--- src/rtl/vlink_pkg.sv ---
package vlink_pkg;

    localparam int LANE_W     = 7;
    localparam int MAX_LANES  = 4;
    localparam int MIN_LANES  = 3;
    localparam int TRAIL_BITS = 3;
    localparam int PKT_W      = 32;
    localparam int BUS_W      = LANE_W * MAX_LANES;
    localparam int PKT_W_MIN  = MIN_LANES * LANE_W + TRAIL_BITS;

    typedef enum logic {
        MODE_3L = 1'b0,
        MODE_4L = 1'b1
    } lane_mode_e;

    typedef struct packed {
        logic aud;
        logic fwd;
    } side_bits_t;

endpackage

--- src/rtl/vlink_lane_map.sv ---
module vlink_lane_map
    import vlink_pkg::*;
#(
    parameter int LW  = LANE_W,
    parameter int NL  = MAX_LANES,
    parameter int NLM = MIN_LANES
) (
    input  lane_mode_e            mode,
    input  logic [LW*NL-1:0]      lanes,
    input  logic                  res_sel,
    input  logic                  spare,
    output logic [LW*NL-1:0]      video
);
    localparam int RES_BIT = LW - 1;

    for (genvar k = 0; k < NL; k++) begin : g_lane
        if (k < NLM) begin : g_base
            assign video[k*LW +: LW] = lanes[k*LW +: LW];
        end else begin : g_extra
            logic [LW-1:0] word;
            always_comb begin
                word = (mode == MODE_4L) ? lanes[k*LW +: LW] : '0;
                if (k == NL - 1 && mode == MODE_4L && res_sel) begin
                    word[RES_BIT] = spare;
                end
            end
            assign video[k*LW +: LW] = word;
        end
    end

endmodule

--- src/rtl/vlink_parity.sv ---
module vlink_parity #(
    parameter int W = 32
) (
    input  logic [W-1:0] data,
    output logic         par
);
    always_comb begin
        par = 1'b0;
        for (int i = 0; i < W; i++) begin
            par = par ^ data[i];
        end
    end
endmodule

--- src/rtl/vlink_pkt_build.sv ---
module vlink_pkt_build
    import vlink_pkg::*;
#(
    parameter int LW  = LANE_W,
    parameter int NL  = MAX_LANES,
    parameter int NLM = MIN_LANES,
    parameter int PW  = PKT_W
) (
    input  lane_mode_e        mode,
    input  logic [LW*NL-1:0]  video,
    input  side_bits_t        side,
    output logic [PW-1:0]     pkt
);
    localparam int V_MIN = NLM * LW;
    localparam int W_MIN = V_MIN + TRAIL_BITS;
    localparam int V_MAX = NL * LW;

    logic [PW-1:0] body;
    logic          par;

    always_comb begin
        body = '0;
        if (mode == MODE_4L) begin
            body[V_MAX-1:0] = video;
            body[PW-3]      = side.aud;
            body[PW-2]      = side.fwd;
        end else begin
            body[V_MIN-1:0] = video[V_MIN-1:0];
            body[W_MIN-3]   = side.aud;
            body[W_MIN-2]   = side.fwd;
        end
    end

    vlink_parity #(.W(PW)) i_par (
        .data (body),
        .par  (par)
    );

    always_comb begin
        pkt = body;
        if (mode == MODE_4L) begin
            pkt[PW-1] = par;
        end else begin
            pkt[W_MIN-1] = par;
        end
    end

endmodule

--- src/rtl/vlink_packet_framer.sv ---
module vlink_packet_framer
    import vlink_pkg::*;
#(
    parameter int LW  = LANE_W,
    parameter int NL  = MAX_LANES,
    parameter int NLM = MIN_LANES,
    parameter int PW  = PKT_W
) (
    input  logic                 clk,
    input  logic                 rst,
    input  logic                 in_valid,
    input  logic                 four_lane_mode,
    input  logic [LW*NL-1:0]     lane_bus,
    input  logic                 aud_bit,
    input  logic                 fwd_ctl_bit,
    input  logic                 spare_ctl,
    input  logic                 res_override,
    output logic                 out_valid,
    output logic [PW-1:0]        out_packet
);
    localparam int W_MIN   = NLM * LW + TRAIL_BITS;
    localparam int PAD_POS = NL * LW;
    localparam int RES_POS = NL * LW - 1;

    lane_mode_e        mode_in;
    lane_mode_e        mode_q;
    logic [LW*NL-1:0]  video;
    logic [PW-1:0]     pkt_next;
    side_bits_t        side;

    assign mode_in  = lane_mode_e'(four_lane_mode);
    assign side.aud = aud_bit;
    assign side.fwd = fwd_ctl_bit;

    vlink_lane_map #(.LW(LW), .NL(NL), .NLM(NLM)) i_map (
        .mode    (mode_in),
        .lanes   (lane_bus),
        .res_sel (res_override),
        .spare   (spare_ctl),
        .video   (video)
    );

    vlink_pkt_build #(.LW(LW), .NL(NL), .NLM(NLM), .PW(PW)) i_build (
        .mode  (mode_in),
        .video (video),
        .side  (side),
        .pkt   (pkt_next)
    );

    always_ff @(posedge clk) begin
        if (rst) begin
            out_valid  <= 1'b0;
            out_packet <= '0;
            mode_q     <= MODE_3L;
        end else begin
            out_valid <= in_valid;
            if (in_valid) begin
                out_packet <= pkt_next;
                mode_q     <= mode_in;
            end
        end
    end

    AST_VALID_FOLLOWS: assert property (@(posedge clk) disable iff (rst)
        in_valid |=> out_valid) else $error("valid strobe missing");

    AST_IDLE_HOLDS: assert property (@(posedge clk) disable iff (rst)
        !in_valid |=> (!out_valid && $stable(out_packet))) else $error("idle changed packet");

    AST_EVEN_PARITY: assert property (@(posedge clk) disable iff (rst)
        out_valid |-> ((^out_packet) == 1'b0)) else $error("odd packet parity");

    AST_NARROW_TOP_ZERO: assert property (@(posedge clk) disable iff (rst)
        (out_valid && mode_q == MODE_3L) |-> (out_packet[PW-1:W_MIN] == '0)) else $error("upper bits set");

    AST_PAD_ZERO: assert property (@(posedge clk) disable iff (rst)
        (out_valid && mode_q == MODE_4L) |-> (out_packet[PAD_POS] == 1'b0)) else $error("pad bit set");

    AST_SPARE_SLOT: assert property (@(posedge clk) disable iff (rst)
        (in_valid && four_lane_mode && res_override) |=> (out_packet[RES_POS] == $past(spare_ctl))) else $error("reserved slot wrong");

endmodule

--- config.mk ---
export PLATFORM = sky130hd
export DESIGN_NAME = vlink_packet_framer
export DESIGN_NICKNAME = d
export VERILOG_FILES = /design/src/rtl/vlink_pkg.sv /design/src/rtl/vlink_lane_map.sv /design/src/rtl/vlink_parity.sv /design/src/rtl/vlink_pkt_build.sv /design/src/rtl/vlink_packet_framer.sv
export SDC_FILE = /design/constraint.sdc
export NUM_CORES = 1
export LEC_CHECK = 0
export BUFFER_PORTS_ARGS = -buffer_cell sky130_fd_sc_hd__clkbuf_2
export CORE_ASPECT_RATIO = 0.5
export CORE_MARGIN = 8
export CORE_UTILIZATION = 45
export DETAILED_ROUTE_END_ITERATION = 6
export PLACE_DENSITY = 0.81
export SETUP_SLACK_MARGIN = 0.02
export SLEW_MARGIN = 40
export SYNTH_ARGS = -nofsm -noshare
export SYNTH_HDL_FRONTEND = slang
export SYNTH_SLANG_ARGS = --single-unit
--- constraint.sdc ---
create_clock -name clk -period 1.55 [get_ports clk]
set_clock_uncertainty 0.05 [all_clocks]
set_input_delay 0.155 -clock clk [delete_from_list [all_inputs] [get_ports clk]]
set_output_delay 0.155 -clock clk [all_outputs]
set_load 0.01 [all_outputs]
# Yosys cells after proc, flatten, opt, wreduce, memory -nomap -nowiden
# Index checks and enable logic that the tools add are counted.
# totals
reg_bits	32
output_inout_bits	33
# classes
mux	6
bitwise_logic	29
n_reduce_logical	1
# ops
operator	count
1-bit XOR	29
23-bit two-way mux	1
5-bit two-way mux	1
1-bit two-way mux	3
2-bit two-way mux	1
1-bit logical AND	1

# Depth between registers and ports, before layout
# logic_depth
word_depth	31
mapped_depth	7
depth_no_buf	7

# By module
# From an unflattened synthesis, not the netlist that was laid out.
# hier_totals
hier_cells	209
area_unflattened_um2	2024.4
# by_module_without_submodules
module	n_inst	cells_per_inst	area_per_inst_um2	seq_area_each_um2
vlink_packet_framer	1	106	1202.4	660.6
vlink_pkt_build	1	43	339.1	0.0
vlink_parity	1	31	271.5	0.0
vlink_lane_map	1	29	211.5	0.0

# Least setup slack after synthesis
# No wires, ideal clock.
# synth_path
kind	input-to-reg
from	in lane_bus[2]
to	reg out_packet[23]
setup_ns	0.086
arrival_time_ns	1.235
required_ns	1.414
setup_slack_ns	0.180
path_stages	7
path_buffers	0
path_cell_list	xor2_1 > xnor2_1 > xnor2_1 > xnor2_1 > xnor2_1 > mux2i_1 > a211oi_1
# synth_between
elab_chain_cells	30
# synth_lines
element	line_no	text
start: declaration	vlink_packet_framer.sv:13	input logic [LW*NL-1:0] lane_bus,
23-bit two-way mux	vlink_pkt_build.sv:23	if (mode == MODE_4L) begin
1-bit XOR (28 in series)	vlink_parity.sv:10	par = par ^ data[i];
1-bit two-way mux	vlink_pkt_build.sv:41	if (mode == MODE_4L) begin
end signal: assignment	vlink_packet_framer.sv:58	out_packet <= pkt_next;
end: declaration	vlink_packet_framer.sv:19	output logic [PW-1:0] out_packet
# No other way between the ends.
# A chain may end at the register's enable or synchronous reset.

# Worst setup path after layout
# layout_path
from	in lane_bus[12]
to	reg out_packet[23]
# layout_between
elab_chain_cells	20
# layout_lines
element	line_no
23-bit two-way mux	vlink_pkt_build.sv:23
1-bit XOR (18 in series)	vlink_parity.sv:10
1-bit two-way mux	vlink_pkt_build.sv:41
# No other way between the ends.

==> impl_results.md <==
* Total Routing Usage GR at 14.0%
* First-pass GRT wire length at 5800 µm
* Pwr/cell area at 1140 mW/mm²
* Vias per Instance at 4.73
* Setup crit end kind: register
* Total power draw at 2.22 mW
* Row count at 14
* Port Buf Inserts at 67
* Met2 Usage GRT at 24.8%
* Hold worst-path end: out_packet[2]
* First-pass iteration count of the detailed router at 4
* CTS root buffer: clkbuf_8
* Worst path max stage delay at 0.24 ns
* Synth Cell Area at 0.00144 mm²
* Worst-path clk slew at 0.07 ns
* Commonest non-fill, non-tap cell in the layout: clkbuf_2
* Setup TNS at 0 ns
* Clock Path Buffers at 2
* WL final at 3640 µm
* Seq/Total Area, Yosys at 44.6%
* Status: finished clean
* Worst skew pair latency at 0.28 ns
* Fmax at 0.740 GHz
* Post-route insts no fill at 260
* Critical Path Most Common Cell: xnor2_1
* Hold depth at 3
* DIE HEIGHT at 56.0 µm
* Critical path class: input pin to register
* Drt drc at 0
* CP max stage cell: xnor2_1
* Number of buffers created by CTS at 5
* #FFs+latches synth at 32
* Largest net degree at the start of global routing at 42
* Final Hold Viols at 0
* Most frequent cells in the layout: clkbuf_2, dfxtp_1, xnor2_1
* CP required at 1.70 ns
* Finish-stage setup viols at 0
* H-tree level count at 2
* Ant. Diodes at 0
* Number of global-route vias before repair at 1282
* Leak Pwr at 0.934 nW
* Hold path startpoint: lane_bus[2]
* Post-synthesis cell type count at 19
* Max VDD drop at 0.000773 V
* Cells after Synth at 149
* Max-cap viol count at 0
* Via count at 1231
* Sink Count at 32
* Worst slack, placed at -0.112 ns
* GPL Wtd Cong at 0.720
* Global route overflow at 0
* Die footprint at 0.00537 mm²
* Die W at 95.9 µm
* Hold Buf Count CTS at 0
* Starting DRC count in detailed routing at 30
* Area delta synth->final at 35.4%
* Setup bufs post-CTS at 0
* Initial Utilization at 47.4%
* Post-DP HPWL at 2860 µm
* Max Slew Vio Count at 0
* DP Cell Count at 252
* Worst reg-to-reg path cell count at 2
* Synth Warn # at 0
* Core area at 0.00303 mm²
* R2R setup slack at 0.79 ns
* Nets at 255
* DRT antenna net count at 0
* Min-delay worst type: input pin to register
* Max FO, Critical Path at 2
* Crit path launch type: input pin
* # IOs at 69
* Cell Chain, Critical Path: clkbuf_2, xnor2_1, xnor2_1, xnor2_1, xnor2_1, xnor2_1, mux2i_1, a211oi_1
* CTS tree: yes
* Share of layout cells above drive strength 1 at 36.4%
* Met1 Usage GRT at 14.0%
* FF-to-FF End: out_packet[31]
* Met3 Use GR at 4.44%
* Syn Area/Cell at 9.64 µm²
* Post-Syn Nets at 185
* Crit path DAT at 1.50 ns
* Routed len/inst at 14.0 µm
* Final Instance Area at 0.00194 mm²
* Period utilization at 87.1%
* GRT Max-Usage Layer: met2
* Reg2reg start: out_packet[31]
* Post-CTS Resized at 0
* Post-layout minimum cycle time at 1.35 ns
* RSZ-0062 raised after global routing: no
* Placed inst area at 0.00184 mm²
* Initial antenna violation count at 0
* Final worst slack at 0.200 ns
[worst max path at each step]
stage / startpoint / to / slack, ns / cells after the start
6_report: lane_bus[12] / out_packet[23] / 0.20 / 8
5_1_grt: lane_bus[19] / out_packet[23] / 0.08 / 8
4_1_cts: lane_bus[12] / out_packet[23] / 0.18 / 8
3_5_place_dp: lane_bus[12] / out_packet[23] / -0.11 / 8
3_3_place_gp: lane_bus[17] / out_packet[23] / -0.04 / 8
2_1_floorplan: lane_bus[2] / out_packet[23] / 0.18 / 7
[routing by layer]
metal	part of all wire, %	up-vias	wire [µm]
met4	2.7	0	98
met2	52	33	1880
met5	0	-	0
met3	6.1	12	223
met1	39	556	1430
li1	-	630	-
[cell usage after synthesis]
| cell type | number | share of area, % |
|---|---|---|
| xnor2_1 | 26 | 16 |
| nor2b_1 | 2 | 0.87 |
| nor2_1 | 24 | 6.3 |
| buf_2 | 1 | 0.35 |
| mux2i_1 | 24 | 17 |
| o32ai_1 | 1 | 0.61 |
| inv_1 | 1 | 0.26 |
| conb_1 | 1 | 0.26 |
| nand3_1 | 5 | 1.7 |
| a21oi_1 | 8 | 2.8 |
| buf_4 | 1 | 0.52 |
| clkbuf_1 | 5 | 1.3 |
| buf_1 | 3 | 0.78 |
| nand2_1 | 2 | 0.52 |
| a211oi_1 | 3 | 1.6 |
| xor2_1 | 3 | 1.8 |
| nand2b_1 | 6 | 2.6 |
| dfxtp_1 | 32 | 45 |
| nand3b_1 | 1 | 0.52 |
[critical path, delay by kind of cell]
family | cells | cell delay (ns)
AOI/OAI and AO/OA | 1 | 0.23
muxes | 1 | 0.10
xor gates and xnor gates | 5 | 0.91
buffers and inverters | 1 | 0.10
[cell families after synthesis]
logic type	Yosys count	share of synthesized area [%]
XOR/XNOR	29	17.7
buffers and inverters	11	3.22
flip-flops	32	44.6
multiplexers	24	16.7
other	1	0.261
AO/OA/AOI/OAI	12	4.97
AND/OR/NAND/NOR	40	12.5
[cell type report]
class	count	area [µm²]
inverters	1	3.75
well taps	40	50.0
repair buffers	73	393
clock inverters	2	35.0
multi-input cells	106	749
flip-flops and latches	32	641
fillers	270	1090
clock buffers	6	72.6
[through the flow]
stage,hold slack (ns),util [%]
floorplan,0.188,-
global placement,0.371,60.6
detailed placement,0.384,60.6
CTS,0.0855,64.2
global route,0.0930,64.2
finish,0.0916,64.2
[state kept, by name, summed over array words and instances, names as in the netlist]
name / flops
out_valid: 1
out_packet: 31
[power by group]
group	total (mW)	internal [mW]	switching, mW
logic	0.530	0.275	0.255
clock network	0.784	0.477	0.308
registers	0.908	0.879	0.0287
total	2.22	1.63	0.592
(Power assumes the default switching activity.)
